## src/rtl/adc_res_pkg.sv

```systemverilog
package adc_res_pkg;

    localparam int NUM_CH = 8;

    typedef enum logic [1:0] {
        SEQ_IDLE  = 2'd0,
        SEQ_ISSUE = 2'd1,
        SEQ_WAIT  = 2'd2
    } seq_state_e;

    // control word field positions (decoded by software)
    localparam int CTRL_SEL_LSB   = 0;
    localparam int CTRL_BURST_BIT = 16;
    localparam int CTRL_ACC_LSB   = 17;
    localparam int CTRL_START_LSB = 24;
    localparam int CTRL_EDGE_BIT  = 27;

    // result word field positions
    localparam int RES_VAL_LSB  = 6;
    localparam int RES_CHAN_LSB = 24;
    localparam int RES_OVR_BIT  = 30;
    localparam int RES_DONE_BIT = 31;

    // status word field positions
    localparam int STAT_OVR_LSB = 8;
    localparam int STAT_IRQ_BIT = 16;

    localparam logic [2:0] START_NOW = 3'd1;

    // register word addresses
    localparam int REG_CTRL  = 0;
    localparam int REG_GRES  = 1;
    localparam int REG_INTEN = 2;
    localparam int REG_STAT  = 3;

    typedef struct packed {
        logic              edge_sel;
        logic [2:0]        start;
        logic [2:0]        acc;
        logic              burst;
        logic [NUM_CH-1:0] sel;
    } ctrl_t;

endpackage

```

## src/rtl/adc_chan_scan.sv

```systemverilog
module adc_chan_scan #(
    parameter int N_CHAN = 8
) (
    input  logic [N_CHAN-1:0]         sel_i,
    input  logic [$clog2(N_CHAN)-1:0] prev_i,
    output logic [$clog2(N_CHAN)-1:0] next_o,
    output logic                      any_o
);
    localparam int CH_W = $clog2(N_CHAN);

    logic [N_CHAN-1:0] above;
    logic [N_CHAN-1:0] pool;

    assign any_o = |sel_i;

    // lowest selected channel above prev, else lowest selected overall
    always_comb begin
        for (int i = 0; i < N_CHAN; i++) begin
            above[i] = sel_i[i] && (i > int'(prev_i));
        end
        pool   = (|above) ? above : sel_i;
        next_o = '0;
        for (int i = N_CHAN - 1; i >= 0; i--) begin
            if (pool[i]) next_o = CH_W'(i);
        end
    end

endmodule

```

## src/rtl/adc_seq_fsm.sv

```systemverilog
module adc_seq_fsm
    import adc_res_pkg::*;
#(
    parameter int N_CHAN = 8
) (
    input  logic                      clk,
    input  logic                      rst_n,
    input  logic                      burst_i,
    input  logic [N_CHAN-1:0]         sel_i,
    input  logic [2:0]                start_i,
    input  logic                      conv_done_i,
    output logic                      conv_req_o,
    output logic [$clog2(N_CHAN)-1:0] req_chan_o,
    output logic                      start_clr_o
);
    localparam int CH_W = $clog2(N_CHAN);

    seq_state_e      state_q, state_d;
    logic [CH_W-1:0] cur_q;
    logic [CH_W-1:0] scan_prev, scan_next;
    logic            any_sel;

    assign scan_prev = (state_q == SEQ_IDLE) ? CH_W'(N_CHAN - 1) : cur_q;

    adc_chan_scan #(.N_CHAN(N_CHAN)) u_scan (
        .sel_i  (sel_i),
        .prev_i (scan_prev),
        .next_o (scan_next),
        .any_o  (any_sel)
    );

    always_comb begin
        state_d = state_q;
        unique case (state_q)
            SEQ_IDLE:  if (any_sel && (burst_i || start_i == START_NOW)) state_d = SEQ_ISSUE;
            SEQ_ISSUE: state_d = SEQ_WAIT;
            SEQ_WAIT:  if (conv_done_i) state_d = (burst_i && any_sel) ? SEQ_ISSUE : SEQ_IDLE;
            default:   state_d = SEQ_IDLE;
        endcase
    end

    // state register
    always_ff @(posedge clk) begin
        if (!rst_n) begin
            state_q <= SEQ_IDLE;
            cur_q   <= '0;
        end else begin
            state_q <= state_d;
            if (state_d == SEQ_ISSUE && state_q != SEQ_ISSUE) cur_q <= scan_next;
        end
    end

    // outputs
    always_comb begin
        conv_req_o  = (state_q == SEQ_ISSUE);
        req_chan_o  = cur_q;
        start_clr_o = (state_q == SEQ_IDLE) && (state_d == SEQ_ISSUE) && !burst_i;
    end

endmodule

```

## src/rtl/adc_result_bank.sv

```systemverilog
module adc_result_bank #(
    parameter int N_CHAN = 8,
    parameter int RES_W  = 10
) (
    input  logic                         clk,
    input  logic                         rst_n,
    input  logic                         cap_en_i,
    input  logic [$clog2(N_CHAN)-1:0]    cap_chan_i,
    input  logic [RES_W-1:0]             cap_val_i,
    input  logic                         burst_i,
    input  logic                         rd_en_i,
    input  logic [$clog2(N_CHAN)-1:0]    rd_chan_i,
    output logic [N_CHAN-1:0][RES_W-1:0] val_o,
    output logic [N_CHAN-1:0]            done_o,
    output logic [N_CHAN-1:0]            ovr_o
);
    localparam int CH_W = $clog2(N_CHAN);

    for (genvar g = 0; g < N_CHAN; g++) begin : g_ch
        logic             hit, clr;
        logic [RES_W-1:0] val_q;
        logic             done_q, ovr_q;

        assign hit = cap_en_i && (cap_chan_i == CH_W'(g));
        assign clr = rd_en_i && (rd_chan_i == CH_W'(g));

        always_ff @(posedge clk) begin
            if (!rst_n) begin
                val_q  <= '0;
                done_q <= 1'b0;
                ovr_q  <= 1'b0;
            end else if (hit) begin
                val_q  <= cap_val_i;
                done_q <= 1'b1;
                ovr_q  <= burst_i && done_q && !clr;
            end else if (clr) begin
                done_q <= 1'b0;
                ovr_q  <= 1'b0;
            end
        end

        assign val_o[g]  = val_q;
        assign done_o[g] = done_q;
        assign ovr_o[g]  = ovr_q;
    end

endmodule

```

## src/rtl/adc_result_ctrl.sv

```systemverilog
module adc_result_ctrl
    import adc_res_pkg::*;
#(
    parameter int N_CHAN = NUM_CH,
    parameter int RES_W  = 10,
    parameter int ADDR_W = 4
) (
    input  logic                        clk,
    input  logic                        rst_n,
    input  logic                        reg_wr,
    input  logic                        reg_rd,
    input  logic [ADDR_W-1:0]           reg_addr,
    input  logic [31:0]                 reg_wdata,
    output logic [31:0]                 reg_rdata,
    input  logic                        conv_done,
    input  logic [$clog2(N_CHAN)-1:0]   conv_chan,
    input  logic [RES_W-1:0]            conv_value,
    output logic                        conv_req,
    output logic [$clog2(N_CHAN)-1:0]   conv_req_chan,
    output logic [$clog2(RES_W+2)-1:0]  conv_clocks,
    output logic                        irq
);
    localparam int CH_W      = $clog2(N_CHAN);
    localparam int CLK_W     = $clog2(RES_W + 2);
    localparam int FULL_CLKS = RES_W + 1;

    ctrl_t                      ctrl_q;
    logic [N_CHAN:0]            inten_q;
    logic [RES_W-1:0]           g_val_q;
    logic [CH_W-1:0]            g_chan_q;
    logic                       g_done_q, g_ovr_q;
    logic [N_CHAN-1:0][RES_W-1:0] ch_val;
    logic [N_CHAN-1:0]          ch_done, ch_ovr;
    logic                       wr_ctrl, wr_inten, rd_gres, g_clr, rd_chan_en;
    logic                       start_clr;
    logic [RES_W-1:0]           cap_val;
    logic                       unused_wdata;

    assign wr_ctrl    = reg_wr && (reg_addr == ADDR_W'(REG_CTRL));
    assign wr_inten   = reg_wr && (reg_addr == ADDR_W'(REG_INTEN));
    assign rd_gres    = reg_rd && (reg_addr == ADDR_W'(REG_GRES));
    assign g_clr      = rd_gres || wr_ctrl;
    assign rd_chan_en = reg_rd && reg_addr[ADDR_W-1];
    assign cap_val    = ctrl_q.burst ? (conv_value >> ctrl_q.acc) : conv_value;
    assign unused_wdata = ^{reg_wdata[31:28], reg_wdata[23:20], reg_wdata[15:9]};

    always_ff @(posedge clk) begin
        if (!rst_n) begin
            ctrl_q  <= '0;
            inten_q <= {1'b1, {N_CHAN{1'b0}}};
        end else begin
            if (wr_ctrl) begin
                ctrl_q.sel      <= reg_wdata[CTRL_SEL_LSB +: N_CHAN];
                ctrl_q.burst    <= reg_wdata[CTRL_BURST_BIT];
                ctrl_q.acc      <= reg_wdata[CTRL_ACC_LSB +: 3];
                ctrl_q.start    <= reg_wdata[CTRL_START_LSB +: 3];
                ctrl_q.edge_sel <= reg_wdata[CTRL_EDGE_BIT];
            end else if (start_clr) begin
                ctrl_q.start <= '0;
            end
            if (wr_inten) inten_q <= reg_wdata[N_CHAN:0];
        end
    end

    // global result register
    always_ff @(posedge clk) begin
        if (!rst_n) begin
            g_val_q  <= '0;
            g_chan_q <= '0;
            g_done_q <= 1'b0;
            g_ovr_q  <= 1'b0;
        end else if (conv_done) begin
            g_val_q  <= cap_val;
            g_chan_q <= conv_chan;
            g_done_q <= 1'b1;
            g_ovr_q  <= ctrl_q.burst && g_done_q && !g_clr;
        end else if (g_clr) begin
            g_done_q <= 1'b0;
            g_ovr_q  <= 1'b0;
        end
    end

    adc_result_bank #(.N_CHAN(N_CHAN), .RES_W(RES_W)) u_bank (
        .clk        (clk),
        .rst_n      (rst_n),
        .cap_en_i   (conv_done),
        .cap_chan_i (conv_chan),
        .cap_val_i  (cap_val),
        .burst_i    (ctrl_q.burst),
        .rd_en_i    (rd_chan_en),
        .rd_chan_i  (reg_addr[CH_W-1:0]),
        .val_o      (ch_val),
        .done_o     (ch_done),
        .ovr_o      (ch_ovr)
    );

    adc_seq_fsm #(.N_CHAN(N_CHAN)) u_seq (
        .clk         (clk),
        .rst_n       (rst_n),
        .burst_i     (ctrl_q.burst),
        .sel_i       (ctrl_q.sel),
        .start_i     (ctrl_q.start),
        .conv_done_i (conv_done),
        .conv_req_o  (conv_req),
        .req_chan_o  (conv_req_chan),
        .start_clr_o (start_clr)
    );

    assign conv_clocks = ctrl_q.burst ? CLK_W'(FULL_CLKS - int'(ctrl_q.acc)) : CLK_W'(FULL_CLKS);
    assign irq = (|(ch_done & inten_q[N_CHAN-1:0])) || (inten_q[N_CHAN] && g_done_q);

    function automatic logic [31:0] pack_res(input logic [RES_W-1:0] v, input logic o,
                                             input logic d, input logic [CH_W-1:0] c);
        logic [31:0] r;
        r = '0;
        r[RES_VAL_LSB +: RES_W] = v;
        r[RES_CHAN_LSB +: CH_W] = c;
        r[RES_OVR_BIT]          = o;
        r[RES_DONE_BIT]         = d;
        return r;
    endfunction

    always_comb begin
        reg_rdata = '0;
        if (reg_addr[ADDR_W-1]) begin
            reg_rdata = pack_res(ch_val[reg_addr[CH_W-1:0]], ch_ovr[reg_addr[CH_W-1:0]],
                                 ch_done[reg_addr[CH_W-1:0]], '0);
        end else if (reg_addr == ADDR_W'(REG_CTRL)) begin
            reg_rdata[CTRL_SEL_LSB +: N_CHAN] = ctrl_q.sel;
            reg_rdata[CTRL_BURST_BIT]         = ctrl_q.burst;
            reg_rdata[CTRL_ACC_LSB +: 3]      = ctrl_q.acc;
            reg_rdata[CTRL_START_LSB +: 3]    = ctrl_q.start;
            reg_rdata[CTRL_EDGE_BIT]          = ctrl_q.edge_sel;
        end else if (reg_addr == ADDR_W'(REG_GRES)) begin
            reg_rdata = pack_res(g_val_q, g_ovr_q, g_done_q, g_chan_q);
        end else if (reg_addr == ADDR_W'(REG_INTEN)) begin
            reg_rdata[N_CHAN:0] = inten_q;
        end else if (reg_addr == ADDR_W'(REG_STAT)) begin
            reg_rdata[N_CHAN-1:0]              = ch_done;
            reg_rdata[STAT_OVR_LSB +: N_CHAN]  = ch_ovr;
            reg_rdata[STAT_IRQ_BIT]            = irq;
        end
    end

endmodule

```

## config.mk

```make
export PLATFORM = sky130hd
export DESIGN_NAME = adc_result_ctrl
export DESIGN_NICKNAME = d
export VERILOG_FILES = /design/src/rtl/adc_res_pkg.sv /design/src/rtl/adc_chan_scan.sv /design/src/rtl/adc_seq_fsm.sv /design/src/rtl/adc_result_bank.sv /design/src/rtl/adc_result_ctrl.sv
export SDC_FILE = /design/constraint.sdc
export NUM_CORES = 1
export LEC_CHECK = 0
export BUFFER_PORTS_ARGS = -buffer_cell sky130_fd_sc_hd__clkbuf_2
export CAP_MARGIN = 40
export CORE_UTILIZATION = 65
export CTS_BUF_LIST = sky130_fd_sc_hd__clkbuf_4 sky130_fd_sc_hd__clkbuf_8
export DETAILED_ROUTE_END_ITERATION = 16
export MAX_ROUTING_LAYER = met4
export PLACE_DENSITY = 0.86
export SYNTH_ARGS = -nofsm -noshare
export SYNTH_HDL_FRONTEND = slang
export SYNTH_SLANG_ARGS = --single-unit
```

## constraint.sdc

```tcl
create_clock -name clk -period 4.7 [get_ports clk]
set_clock_uncertainty 0.2 [all_clocks]
set_input_delay 0.705 -clock clk [delete_from_list [all_inputs] [get_ports clk]]
set_output_delay 0.705 -clock clk [all_outputs]
set_load 0.01 [all_outputs]
```

=== Yosys cells after proc, flatten, opt, wreduce, memory -nomap -nowiden ===
Cells that the tools add are included.

* Bits in registers: 141
* Word-level logic and storage cells: 213

* Bitwise operators: 1
* Shift operators: 1
* Eq/ne operators: 22
* Reduce and logical (&&, ||, !) cells: 81
* Add/subtract/negate cells: 1
* Order comparisons: 8
* Multiplexer cells: 63

{| class="wikitable"
|+ Operator list
! operator !! count
|-
| 1-bit logical AND || 51
|-
| 17-bit two-way mux || 2
|-
| 3-bit two-way mux || 11
|-
| 32-bit two-way mux || 1
|-
| 8-bit two-way mux || 4
|-
| 10-bit binary-select mux with 3-bit select || 1
|-
| 1-bit two-way mux || 30
|-
| 3-bit equality test (second input constant) || 8
|-
| 10-bit two-way mux || 2
|-
| 4-bit two-way mux || 5
|-
| 2-bit nonzero test || 10
|-
| 8-bit OR reduction || 2
|-
| 15-bit two-way mux || 1
|-
| 3-bit by 2-bit equality test with 1-bit output (second input constant) || 4
|-
| 3-bit greater-than comparator (first input constant) || 4
|-
| 1-bit zero test || 10
|-
| 10-bit by 3-bit right shift with 10-bit output || 1
|-
| 3-bit by 1-bit equality test with 1-bit output (second input constant) || 3
|-
| 9-bit two-way mux || 1
|-
| 8-bit bitwise AND || 1
|-
| 4-bit by 2-bit equality test with 1-bit output (second input constant) || 2
|-
| 7-bit OR reduction || 1
|-
| 1-bit binary-select mux with 3-bit select || 2
|-
| 2-bit by 3-bit greater-than comparator with 1-bit output (first input constant) || 2
|-
| 13 further kinds || 18
|}

=== Logic depth before layout (Yosys ltp) ===
* Word-level depth: 14
* Mapped depth: 8
* Mapped depth without buffers: 6

=== Cells and area by module ===
Synthesis repeated with hierarchy kept, for this count alone.

* Cell total of the unflattened synthesis: 940
* Area total of the unflattened synthesis: 7918.8 um^2

{| class="wikitable"
|+ By module, submodules not included
! module !! seq. area each (um^2) !! area an instance (um^2) !! instances !! cells each
|-
| adc_result_bank || 1921.8 || 3943.8 || 1 || 467
|-
| adc_result_ctrl || 800.8 || 3311.9 || 1 || 386
|-
| adc_chan_scan || 0.0 || 399.1 || 1 || 58
|-
| adc_seq_fsm || 100.1 || 264.0 || 1 || 29
|}

=== Worst setup path after synthesis ===
Ideal clock, no wire load.

* Kind: in2out
* Start point: input port reg_addr[0]
* End point: output port reg_rdata[10]
* Stages: 5
* Arrival: 1957 ps
* Path buffers: 2
* Data required time: 3795 ps
* Path slack: 1838 ps
* Cell sequence: buf_2 -> buf_2 -> mux4_2 -> a21oi_1 -> o21ai_0

* Longest elaborated chain between the ends: 6
* Elaborated cells on any way between the ends: 11
* Classes of those cells: eq/ne: 3; mux: 7; reduce/logical: 1

{| class="wikitable"
|+ RTL lines
! element !! line !! text
|-
| start: declaration || adc_result_ctrl.sv:12 || <nowiki>input logic [ADDR_W-1:0] reg_addr,</nowiki>
|-
| 4-bit by 2-bit equality test with 1-bit output || adc_result_ctrl.sv:138 || <nowiki>end else if (reg_addr == ADDR_W'(REG_STAT)) begin</nowiki>
|-
| 17-bit two-way mux || adc_result_ctrl.sv:138 ||
|-
| 8-bit two-way mux || adc_result_ctrl.sv:136 || <nowiki>end else if (reg_addr == ADDR_W'(REG_INTEN)) begin</nowiki>
|-
| 17-bit two-way mux || adc_result_ctrl.sv:134 || <nowiki>end else if (reg_addr == ADDR_W'(REG_GRES)) begin</nowiki>
|-
| 8-bit two-way mux || adc_result_ctrl.sv:128 || <nowiki>end else if (reg_addr == ADDR_W'(REG_CTRL)) begin</nowiki>
|-
| 32-bit two-way mux * || adc_result_ctrl.sv:125 || <nowiki>if (reg_addr[ADDR_W-1]) begin</nowiki>
|-
| end: declaration || adc_result_ctrl.sv:14 || <nowiki>output logic [31:0] reg_rdata,</nowiki>
|}

Every way passes the cells marked *; elsewhere a longest branch is shown, timed or not. The select of a mux whose other input is x is not followed.

=== Final worst setup path ===
Same ends and word-level chain as after synthesis.

==> flow_metrics.tcl <==
set metrics [dict create \
    route.detailed.drc 0 \
    slew_headroom 0.351 \
    cts_setup_buffers 0 \
    grt_max_degree 72 \
    overflow 0 \
    busiest_layer "met2" \
    reg2regPathDepth 6 \
    synth-seq-cells 141 \
    nFillCells 819 \
    track_usage 0.364 \
    syn_area_mm2 0.00738 \
    rsz0062_at_grt "no" \
    area_growth_pct 10.7 \
    yosysWarnings 0 \
    whs_path_depth 2 \
    portBuffers 73 \
    r2r-start "ctrl_q[10]" \
    grt_pass1_wl_um 31500 \
    clkPwrFrac 0.395 \
    layout.cells.non_filler 1056 \
    fmax_mhz 285 \
    slowest_stage "mux4_2" \
    die_x_um 109 \
    worst_slack_ns 1.19 \
    fin_nets 956 \
    final_core_util 0.748 \
    synth_top_area_share 0.382 \
    synthTopCellsByArea "dfxtp_1, nand2_1, mux4_2" \
    cp_slowest_stage_delay_ns 0.58 \
    layout-drive-gt1-share 0.185 \
    syn_inst 856 \
    worstSkewPairLatency_ns 0.46 \
    hold_violations 0 \
    cts_tree "done" \
    crit_chain "clkbuf_2, buf_4, mux4_2, a21oi_1, o21ai_0, clkbuf_2" \
    fin_crit_sh 0.746 \
    clkSlewWorstSetupHoldPaths_ns 0.08 \
    yosys.area.top_type "dfxtp_1" \
    worst_setup_path_end_kind "primary output" \
    max_cap_violations 0 \
    clockBufferDepth 2 \
    critPathKind "input pin to primary output" \
    hp-class "flop to flop" \
    die-area_mm2 0.0118 \
    period_minus_slack_ns 3.51 \
    synth_edf_count 0 \
    synth_top_flop_cell "dfxtp_1" \
    seq_power_share 0.504 \
    via_per_inst 6.32 \
    core_mm2 0.0109 \
    yosys.cell_types.count 58 \
    crit_fanout 23 \
    timing.critical_path.from_type "input pin" \
    peakVddDrop_v 0.000209 \
    antenna_left 0 \
    grt_pass1_vias 6500 \
    rows 38 \
    die_h_um 109 \
    p_per_area_mw_per_mm2 302 \
    ios 95 \
    min_to "u_bank.g_ch[7].val_q[1]" \
    cts_resized 0 \
    wl_per_cell_um 19.0 \
    tightest_slew_ns 0.973 \
    cp.arrival_ns 2.60 \
    finalPower_mw 2.47 \
    final_cell_area_mm2 0.00818 \
    antenna_found_initial 1 \
    first_pass_iters 6 \
    switching_share 0.261 \
    cts_buffers 17 \
    postPlaceCellArea_mm2 0.00778 \
    pwr-share-comb 0.101 \
    ys_seq_area_frac 0.382 \
    met3_usage 0.0910 \
    outcome "complete, no violations" \
    whs_ns 0.260 \
    crit_path_frequent_cell "clkbuf_2" \
    drtIter0Drc 742 \
    required_ns 3.80 \
    setup_tns_ns 0 \
    clock_sinks 141 \
    synthArstFlopShare 0 \
    timing.rr.end "u_bank.g_ch[7].val_q[5]" \
    hold_path_startpoint "u_bank.g_ch[7].val_q[1]" \
    wl_um 20100 \
    setup_viol 0 \
    reg2reg_slack_ns 2.13 \
    dpl.cell_count 1023 \
    p_int_mw 1.83 \
    synth_area_per_cell_um2 8.63 \
    dpl_worst_slack_ns 1.19 \
    power_switching_mw 0.644 \
    grt_use_met1 0.433 \
    use_met2 0.565 \
    maxSlewViolCount 0 \
    post-dp-hpwl_um 13800 \
    postCtsHoldBufs 0 \
    cellLeakagePower_nw 3.38 \
    num_vias 6676 \
    htreeDepth 4 \
    root_buffer "clkbuf_8" \
    gp_congestion 0.901 \
    start_util 0.675 \
]
[cells by family after synthesis]
kind of cell,Yosys count,share of synthesized area
compound gates,196,0.193
buf+inv,73,0.0437
flops,141,0.382
mux,84,0.160
other cells,1,0.000508
simple gates,361,0.220
[cell type report]
class                   count  area (um2)  share of cell area
well taps                 140         175              0.0214
flip-flops and latches    141        2820               0.345
clock inverters            11         116              0.0142
diodes                      1        2.50            0.000306
repair buffers             88         498              0.0609
clock buffers              21         277              0.0338
multi-input cells         647        4260               0.521
inverters                   7        26.3             0.00321
[synth_stat cells (11+ instances only)]
library cell	instances
nand3_1	31
nor2_1	53
a21boi_0	62
o211a_1	28
and2_1	11
clkbuf_1	37
nand2_1	199
dfxtp_1	141
mux2i_1	52
nor2b_1	33
buf_2	18
o21ai_0	32
a21oi_1	35
mux4_2	27
[worst max-delay path, delay by kind of cell]
kind / cells / cell delay [ns]
multiplexers: 1 / 0.58
buffers and inverters: 3 / 1.00
AO/OA/AOI/OAI: 2 / 0.30
[cell usage in the layout (no fill, tap or decap), types with 7 or more instances in the layout]
cell type	count
clkbuf_2	72
and2_1	11
mux4_2	27
o21ai_0	32
nand3_1	31
nor2b_1	33
inv_1	7
nand2_1	199
o211a_1	28
nand2b_1	7
mux2i_1	52
dfxtp_1	141
a21boi_0	62
buf_4	12
nor2_1	53
a21oi_1	35
clkbuf_8	19
[metal layers]
layer	wire length, um	part of all wire
met1	8040	0.40
met2	9560	0.48
met3	1700	0.085
met4	769	0.038
met5	0	0
[how the worst max path moves through the flow]
stage / from / to / slack [ns] / cells after the start
final: reg_addr[0] / reg_rdata[10] / 1.19 / 6
after CTS: reg_addr[0] / reg_rdata[6] / 1.18 / 8
after floorplan: reg_addr[0] / reg_rdata[10] / 1.84 / 5
after detailed placement: reg_addr[0] / reg_rdata[6] / 1.19 / 8
after global routing: reg_addr[0] / reg_rdata[10] / 1.07 / 6
after global placement: reg_addr[0] / reg_rdata[7] / 1.19 / 6
[registers in the layout, indices dropped and copies added, names as in the netlist, 2 cells and up]
signal and cells:
g_chan_q 3, ctrl_q 16, u_bank.g_ch.done_q 8, u_seq.state_q 2
u_bank.g_ch.ovr_q 8, g_val_q 10, u_bank.g_ch.val_q 80, u_seq.req_chan_o 3
inten_q 9
[power groups by stage]
| stage | logic, mW | clock network [mW] | registers, mW |
|---|---|---|---|
| after detailed placement | 0.242 | 0 | 1.27 |
| after CTS | 0.244 | 0.976 | 1.25 |
| after global routing | 0.266 | 1.03 | 1.25 |
| after global placement | 0.230 | 0 | 1.27 |
| final | 0.249 | 0.976 | 1.25 |
| after floorplan | 0.175 | 0 | 1.26 |
Power figures use the tool's default switching activity.
